==> config.mk <==
export PLATFORM = sky130hd
export DESIGN_NAME = keyed_watchdog
export DESIGN_NICKNAME = d
export VERILOG_FILES = /design/src/rtl/wdt_pkg.sv /design/src/rtl/wdt_regs.sv /design/src/rtl/wdt_prescaler.sv /design/src/rtl/wdt_overflow.sv /design/src/rtl/keyed_watchdog.sv
export SDC_FILE = /design/constraint.sdc
export NUM_CORES = 1
export LEC_CHECK = 0
export BUFFER_PORTS_ARGS = -buffer_cell sky130_fd_sc_hd__clkbuf_2
export CORE_MARGIN = 4
export CORE_UTILIZATION = 51
export CTS_BUF_LIST = sky130_fd_sc_hd__clkbuf_16
export CTS_CLUSTER_DIAMETER = 100
export DETAILED_ROUTE_END_ITERATION = 12
export PLACE_DENSITY = 0.73
export SYNTH_ARGS = -nofsm -noshare
export SYNTH_HDL_FRONTEND = slang
export SYNTH_SLANG_ARGS = --single-unit
==> constraint.sdc <==
create_clock -name clk -period 1.5 [get_ports clk]
set_input_delay 0.075 -clock clk [delete_from_list [all_inputs] [get_ports clk]]
set_output_delay 0.075 -clock clk [all_outputs]
set_load 0.02 [all_outputs]
==> src/rtl/wdt_pkg.sv <==
package wdt_pkg;
  typedef struct packed {
    logic       en;
    logic [1:0] tsel;
    logic       rst_mode;
  } wdt_ctrl_t;

  localparam logic [7:0] WDT_KEY = 8'h4E;
  localparam wdt_ctrl_t  WDT_CTRL_RST = '{en: 1'b1, tsel: 2'b00, rst_mode: 1'b1};
endpackage

==> src/rtl/wdt_regs.sv <==
module wdt_regs
  import wdt_pkg::*;
(
  input  logic       clk,
  input  logic       rst_n,
  input  logic       wr_en_i,
  input  logic       wr_sel_i,
  input  logic [7:0] wr_data_i,
  output wdt_ctrl_t  ctrl_o,
  output logic       clr_o
);
  wdt_ctrl_t ctrl_q;

  always_ff @(posedge clk or negedge rst_n) begin
    if (!rst_n) ctrl_q <= WDT_CTRL_RST;
    else if (wr_en_i && !wr_sel_i) ctrl_q <= wdt_ctrl_t'(wr_data_i[3:0]);
  end

  // key check: only the exact key byte on the clear register clears
  assign clr_o  = wr_en_i && wr_sel_i && (wr_data_i == WDT_KEY);
  assign ctrl_o = ctrl_q;
endmodule

==> src/rtl/wdt_prescaler.sv <==
module wdt_prescaler #(
  parameter int BASE_LOG2 = 19
) (
  input  logic       clk,
  input  logic       rst_n,
  input  logic       active_i,
  input  logic [1:0] tsel_i,
  output logic       tick_o
);
  localparam int PW = BASE_LOG2 + 4;

  logic [PW-1:0] pre_q;
  logic [PW-1:0] mask_a [4];
  logic [PW-1:0] sel_mask;

  // one tap mask per time code; code 3 is the shortest period
  for (genvar g = 0; g < 4; g++) begin : g_tap
    localparam int TAP = BASE_LOG2 + 2 * (3 - g) - 2;
    localparam logic [PW:0] ONEHOT = (PW + 1)'(1) << TAP;
    localparam logic [PW:0] FULL = ONEHOT - (PW + 1)'(1);
    assign mask_a[g] = FULL[PW-1:0];
  end

  assign sel_mask = mask_a[tsel_i];

  always_ff @(posedge clk or negedge rst_n) begin
    if (!rst_n) pre_q <= '0;
    else if (active_i) pre_q <= pre_q + 1'b1;
  end

  assign tick_o = active_i && ((pre_q & sel_mask) == sel_mask);

  assert_freeze_R7: assert property (@(posedge clk) disable iff (!rst_n)
    !active_i |=> $stable(pre_q));
endmodule

==> src/rtl/wdt_overflow.sv <==
module wdt_overflow (
  input  logic clk,
  input  logic rst_n,
  input  logic tick_i,
  input  logic clr_i,
  input  logic rst_mode_i,
  output logic irq_o,
  output logic rst_req_n_o
);
  logic [1:0] cnt_q;
  logic       irq_q;
  logic       req_q;
  logic       ovf;

  assign ovf = tick_i && !clr_i && (cnt_q == 2'b11);

  always_ff @(posedge clk or negedge rst_n) begin
    if (!rst_n) begin
      cnt_q <= '0;
      irq_q <= 1'b0;
      req_q <= 1'b0;
    end else begin
      irq_q <= ovf && !rst_mode_i;
      if (ovf && rst_mode_i) req_q <= 1'b1;
      if (clr_i) cnt_q <= '0;
      else if (tick_i) cnt_q <= cnt_q + 1'b1;
    end
  end

  assign irq_o       = irq_q;
  assign rst_req_n_o = !req_q;

  assert_irq_pulse_R6: assert property (@(posedge clk) disable iff (!rst_n)
    irq_o |=> !irq_o);
  assert_req_sticky_R5: assert property (@(posedge clk) disable iff (!rst_n)
    !rst_req_n_o |=> !rst_req_n_o);
  assert_clear_R3: assert property (@(posedge clk) disable iff (!rst_n)
    clr_i |=> (cnt_q == 2'b00));
  assert_hold_R4: assert property (@(posedge clk) disable iff (!rst_n)
    (!clr_i && !tick_i) |=> $stable(cnt_q));
endmodule

==> src/rtl/keyed_watchdog.sv <==
module keyed_watchdog
  import wdt_pkg::*;
#(
  parameter int BASE_LOG2 = 19
) (
  input  logic       clk,
  input  logic       rst_n,
  input  logic       low_power_i,
  input  logic       wr_en_i,
  input  logic       wr_sel_i,
  input  logic [7:0] wr_data_i,
  output logic       irq_o,
  output logic       rst_req_n_o
);
  wdt_ctrl_t ctrl;
  logic      clr;
  logic      tick;
  logic      active;

  wdt_regs u_regs (
    .clk(clk), .rst_n(rst_n), .wr_en_i(wr_en_i), .wr_sel_i(wr_sel_i),
    .wr_data_i(wr_data_i), .ctrl_o(ctrl), .clr_o(clr)
  );

  assign active = ctrl.en && !low_power_i;

  wdt_prescaler #(.BASE_LOG2(BASE_LOG2)) u_pre (
    .clk(clk), .rst_n(rst_n), .active_i(active), .tsel_i(ctrl.tsel), .tick_o(tick)
  );

  wdt_overflow u_ovf (
    .clk(clk), .rst_n(rst_n), .tick_i(tick), .clr_i(clr),
    .rst_mode_i(ctrl.rst_mode), .irq_o(irq_o), .rst_req_n_o(rst_req_n_o)
  );

  assert_no_tick_idle_R8: assert property (@(posedge clk) disable iff (!rst_n)
    !active |-> !tick);
endmodule

---- Word level (Yosys, flattened, before mapping) ----
Index checks and enable logic that the tools add are counted.
storage, ports and cells
  bits in registers ....................... 31
  bits of input ports ..................... 13
  word-level logic and storage cells ...... 35
operators by class
  $add $sub $neg .......................... 2
  $lt $le $gt $ge ......................... 1
  equal/unequal tests ..................... 3
  multiplexer cells ....................... 5
  bitwise gates (word level) .............. 2
  reductions and logical operators ........ 15
operators with widths
  operator                 number
  $bmux W23 S2             1
  $mux W23                 2
  $add A23 B1 Y23 const B  1
  $and A23 B23 Y23         1
  $eq A23 B23 Y1           1
  $logic_and A1 B1 Y1      9
  $eq A8 B7 Y1 const B     1
  $logic_not A1 Y1         5
  $mux W2                  2
  $ge A3 B3 Y1 const B     1
  $not A2 Y3               1
  $add A2 B1 Y2 const B    1
  $eq A2 B2 Y1 const B     1
  $reduce_bool A2 Y1       1

---- Depth between registers and ports, before layout ----
  depth after elaboration ................. 10
  mapped depth ............................ 5

---- Hierarchy ----
A second synthesis with hierarchy kept.
unflattened totals
  cells, all modules ...................... 118
  area total of the unflattened synthesis .. 1443.9 sq um
by module, submodules not included
  module          times used  cells each  area an instance (sq um)  sequential area each (sq um)
  wdt_prescaler   1           91          1076.0                    575.6
  wdt_regs        1           13          186.4                     102.6
  wdt_overflow    1           13          167.7                     100.1
  keyed_watchdog  1           1           13.8                      0.0

---- Least setup slack after synthesis ----
No wires, ideal clock.
  path type ............................... register to register
  from .................................... register u_pre.pre_q[0]
  to ...................................... register u_ovf.cnt_q[1]
  library setup time ...................... 0.123 ns
  arrival ................................. 1.367 ns
  data required time ...................... 1.377 ns
  setup slack ............................. 0.010 ns
  stages on the path, launching flop included .. 6
  path buffers ............................ 0
  period minus slack after synthesis ...... 1.490 ns
  cells stage by stage .................... dfrtp_1 ha_1 and3_4 nand4_4 or3_4 mux2i_1
on the way
  longest elaborated chain between the ends .. 4
RTL lines
  item                          RTL line             text
  from (decl)                   wdt_prescaler.sv:12  logic [PW-1:0] pre_q;
  from (signal assigned)        wdt_prescaler.sv:28  else if (active_i) pre_q <= pre_q + 1'b1;
  $and A23 B23 Y23              wdt_prescaler.sv:31  assign tick_o = active_i && ((pre_q & sel_mask) == sel_mask);
  $eq A23 B23 Y1                wdt_prescaler.sv:31
  $logic_and A1 B1 Y1           wdt_prescaler.sv:31
  $reduce_bool A2 Y1 (no line)  --
  to (signal assigned)          wdt_overflow.sv:26   else if (tick_i) cnt_q <= cnt_q + 1'b1;
  to (decl)                     wdt_overflow.sv:10   logic [1:0] cnt_q;
No other way between the ends.
A chain may end at the register's enable or synchronous reset.

---- Worst setup path after layout ----
Ends and elaborated chain as after synthesis.

==> implementation parameters <==
Parameter                              Value

Power and ir drop
  Total power per unit cell area ... between 1000 and 1500 nW/um^2
  Leak Pwr ... around 0.86 nW
  Maximum VDD drop ... roughly 1.3 mV

Logic synthesis
  Synth cell types ... 37
  Post-synthesis sequential area ratio ... a little over half
  Commonest register cell after synthesis ... sky130_fd_sc_hd__dfrtp_1
  Average cell area after synthesis ... between 10 and 15 sq um
  Yosys warning total ... 0
  Combinational family with the most area after synthesis ... simple AND/OR/NAND/NOR gates
  Most instantiated library cell after synthesis ... sky130_fd_sc_hd__dfrtp_1
  Synth Register Bits ... 31
  Cell accounting for the most synthesized area ... sky130_fd_sc_hd__dfrtp_1
  Gate count after technology mapping ... 123
  Post-Synthesis Net Count ... about 140
  Top cells by instance count after synthesis ... 29 x sky130_fd_sc_hd__dfrtp_1, 17 x sky130_fd_sc_hd__xnor2_1, 11 x sky130_fd_sc_hd__nand4_1
  Post-synthesis cell area ... ~1500 sq um
  Post-synthesis simple-gate area fraction ... 24.2%
  Mux contribution to synthesized area ... between 4 and 5%
  Largest cells by area after synthesis ... sky130_fd_sc_hd__dfrtp_1 49%, sky130_fd_sc_hd__xnor2_1 10%, sky130_fd_sc_hd__nand4_1 4.7%
  Share of Yosys cell area claimed by the top area cell type ... roughly half
  Number of enable-type register cells in the synthesized netlist ... 0
  Fraction of the mapped netlist area in compound gates ... 2.98%
  Share of synthesized cell area in full adder, half adder and majority cells ... 1.70%
  Xor/xnor share of the synthesized area ... roughly an eighth
  Fraction of synthesis flops using an asynchronous set or reset pin ... between 90% and 100%

STA
  Final hold violations ... 0
  RSZ-0062 raised after global routing ... yes
  Worst Hold Margin ... roughly 0.053 ns
  Worst-case headroom to the max-slew limit ... 49.1%
  Largest clock skew in the final design ... 0.00590 ns
  Setup violation total in the final timing report ... 1
  Maximum clock frequency ... 650 MHz
  Number of slew-limit violations in the final report ... 0
  Period minus WS final ... 1.54 ns
  Worst Tran Pin Value ... between 0.7 and 0.8 ns
  Worst setup slack after layout ... -0.0392 ns
  Portion of the clock cycle consumed by the worst path in the final layout ... 103%

Detailed routing
  Final ANT Viol Nets ... 0
  TritonRoute pass-1 iters ... 4
  Via Count ... between 1k and 1.5k
  Initial DRC Count ... 84
  Detailed-route DRC error count ... 0
  Vias per cell ... about 5.6
  Final routed wire length divided by cell count ... 15.2 microns
  Routed wire length ... 2.86 mm

Floorplanning
  Initial cell density of the core ... between 50% and 60%
  Vertical die dimension ... approximately 60 microns
  Die Area ... 3800 sq um
  Std-Cell Rows ... 19
  Core area ... approximately 2800 sq um
  Width of the chip ... just over 60 microns
  Ports placed on the boundary ... 15

Critical path
  Critical path data arrival time ... approximately 1.7 ns
  R2r endpoint ... u_ovf.cnt_q[1]
  Endpoint type of the worst setup path ... flip-flop
  Setup slack of the worst register-to-register path ... -0.04 ns
  Crit Path Max Fanout ... 4
  Kind of start point of the critical path ... flip-flop
  Class of the most critical setup path ... flip-flop to flip-flop
  Highest-delay cell along the critical path ... sky130_fd_sc_hd__or3_4
  Crit path cell chain ... ha_2 > and3_4 > nand4_4 > or3_4 > mux2i_1
  Number of cells traversed by the worst register-to-register path ... 5
  Largest stage delay on the critical path ... about 0.40 ns
  Worst Path Required ... between 1.5 and 2 ns
  RR Startpoint ... u_pre.pre_q[0]

Clock tree
  Maximum number of buffers from clock root to sink ... 2
  # clock sinks ... 31
  CTS Root Cell ... sky130_fd_sc_hd__clkbuf_16
  Clock transition time at the flip-flop clock pins of the worst setup and hold paths ... 0.05 ns
  TritonCTS buffer count ... 5
  Worst-skew pair later-pin latency ... between 0.2 and 0.3 ns
  CTS tree ... built
  H-tree depth ... 2

Place
  Placed inst area ... ~1600 sq um
  Detailed placer's ending HPWL ... between 2 and 2.5 mm
  Gp weighted congestion ... 0.778
  Number of cells after detailed placement ... around 180
  Total of buffers placed on input and output ports ... 14

Finish
  Final nets ... approximately 170
  Synth-to-layout area growth ... 26.0%
  Finished Layout Cells ... ~190
  Count of filler cells inserted in the layout ... between 200 and 250
  Antenna Diode Count ... 0
  Proportion of layout cells with a drive suffix above 1 ... 33.1%
  Finished layout cell area ... around 1900 sq um

Status
  Run status ... complete, but fails checks
  Failing checks ... negative setup slack

Min path
  Hold path startpoint ... wr_data_i[2]
  Hold Crit Class ... input port to flip-flop
  Worst hold endpoint ... u_regs.ctrl_o[2]
  Worst hold path stage count ... 2

Global routing
  Peak-usage layer in the global routing report ... met2
  Wire length of the first global-routing pass ... approximately 4.6 mm
  Largest net degree at the start of global routing ... 32
  Antenna violations before repair ... 0
  Met2 track demand over resource ... roughly 29%
  Global routing met1 resource utilization ... between 10% and 20%
  Vias in the first global route ... around 1.1k
  Grt met3 use ... ~8%
  Gr usage total ... ~17%
  Total gr overflow ... 0

Job
  Count of max-cap constraint violations ... 0
## kinds of logic (layout without fill, tap and decap cells)
kind of cell | Yosys count | count (layout)
xor gates and xnor gates | 22 | 22
DFF | 31 | 31
muxes | 6 | 6
and+or+nand+nor | 54 | 54
buffers and inverters | 2 | 36
adders and majority gates | 2 | 2
AOI/OAI and AO/OA | 6 | 6
## critical path: cells and delay by family (launching register included)
| family | cells | cell delay, ns |
|---|---|---|
| DFF | 1 | 0.37 |
| and+or+nand+nor | 3 | 0.71 |
| muxes | 1 | 0.18 |
| adders and majority gates | 1 | 0.19 |
## metrics by stage
step | setup WS [ns] | setup TNS [ns] | power [mW] | utilization (%)
final | -0.0392 | -0.0392 | 2.46 | 67.1
after detailed placement | -0.00518 | -0.00518 | 1.34 | 59.5
after CTS | -0.0286 | -0.0286 | 2.48 | 66.4
after global routing | -0.0757 | -0.582 | 2.58 | 67.1
after floorplan | 0.0103 | 0 | 1.16 | -
after global placement | 0.0220 | 0 | 1.32 | 59.5
## registers in the layout (all words and copies together), names as in the netlist
name / flops
u_regs.ctrl_o: 4
u_ovf.req_q: 1
u_pre.pre_q: 23
u_ovf.cnt_q: 2
u_ovf.irq_o: 1
## where the power goes
| group | total, mW | switching [mW] | internal [mW] |
|---|---|---|---|
| logic | 0.356 | 0.150 | 0.207 |
| registers | 1.00 | 0.0751 | 0.930 |
| clock network | 1.10 | 0.332 | 0.768 |
| total | 2.46 | 0.557 | 1.90 |
## timing repair
| item | CTS | global route |
|---|---|---|
| setup endpoints to repair | 3 | 15 |
| buffers inserted | 2 | 1 |
| pin swaps | 0 | 4 |
| gates resized for setup | 1 | 2 |
| hold endpoints to repair | 29 | 0 |
| hold buffers | 1 | 0 |
## metal layers
metal	share of wire (%)	routed length, microns	vias up
li1	-	-	506
met1	41	1170	520
met2	53	1530	16
met3	3.7	106	7
met4	1.9	53	0
met5	0	0	-
## cell type report
| class | instances | area, sq um | share of cell area [%] |
|---|---|---|---|
| Clock buffer | 5 | 125 | 6.76 |
| Clock inverter | 3 | 37.5 | 2.03 |
| Inverter | 1 | 3.75 | 0.203 |
| Multi-Input combinational cell | 90 | 697 | 37.7 |
| Sequential cell | 31 | 778 | 42.1 |
| Tap cell | 31 | 38.8 | 2.10 |
| Timing Repair Buffer | 27 | 170 | 9.20 |
## placed cells by master (no fill, tap or decap), types with 8 or more instances in the layout
master,Yosys,routed
sky130_fd_sc_hd__buf_4,0,12
sky130_fd_sc_hd__clkbuf_2,0,14
sky130_fd_sc_hd__dfrtp_1,29,29
sky130_fd_sc_hd__nand2_1,9,9
sky130_fd_sc_hd__nand3_1,8,8
sky130_fd_sc_hd__nand4_1,11,11
sky130_fd_sc_hd__xnor2_1,17,17
## worst max path at each step
stage / slack, ns / start / end / cells past startpoint
final: -0.04 / u_pre.pre_q[0] / u_ovf.cnt_q[1] / 5
after global routing: -0.08 / u_pre.pre_q[0] / u_ovf.cnt_q[1] / 5
after CTS: -0.03 / u_pre.pre_q[0] / u_ovf.cnt_q[1] / 5
after detailed placement: -0.005 / u_regs.ctrl_o[3] / u_ovf.cnt_q[1] / 4
after global placement: 0.02 / u_regs.ctrl_o[3] / u_ovf.cnt_q[1] / 4
after floorplan: 0.01 / u_pre.pre_q[0] / u_ovf.cnt_q[1] / 5
Power figures use the tool's default switching activity.
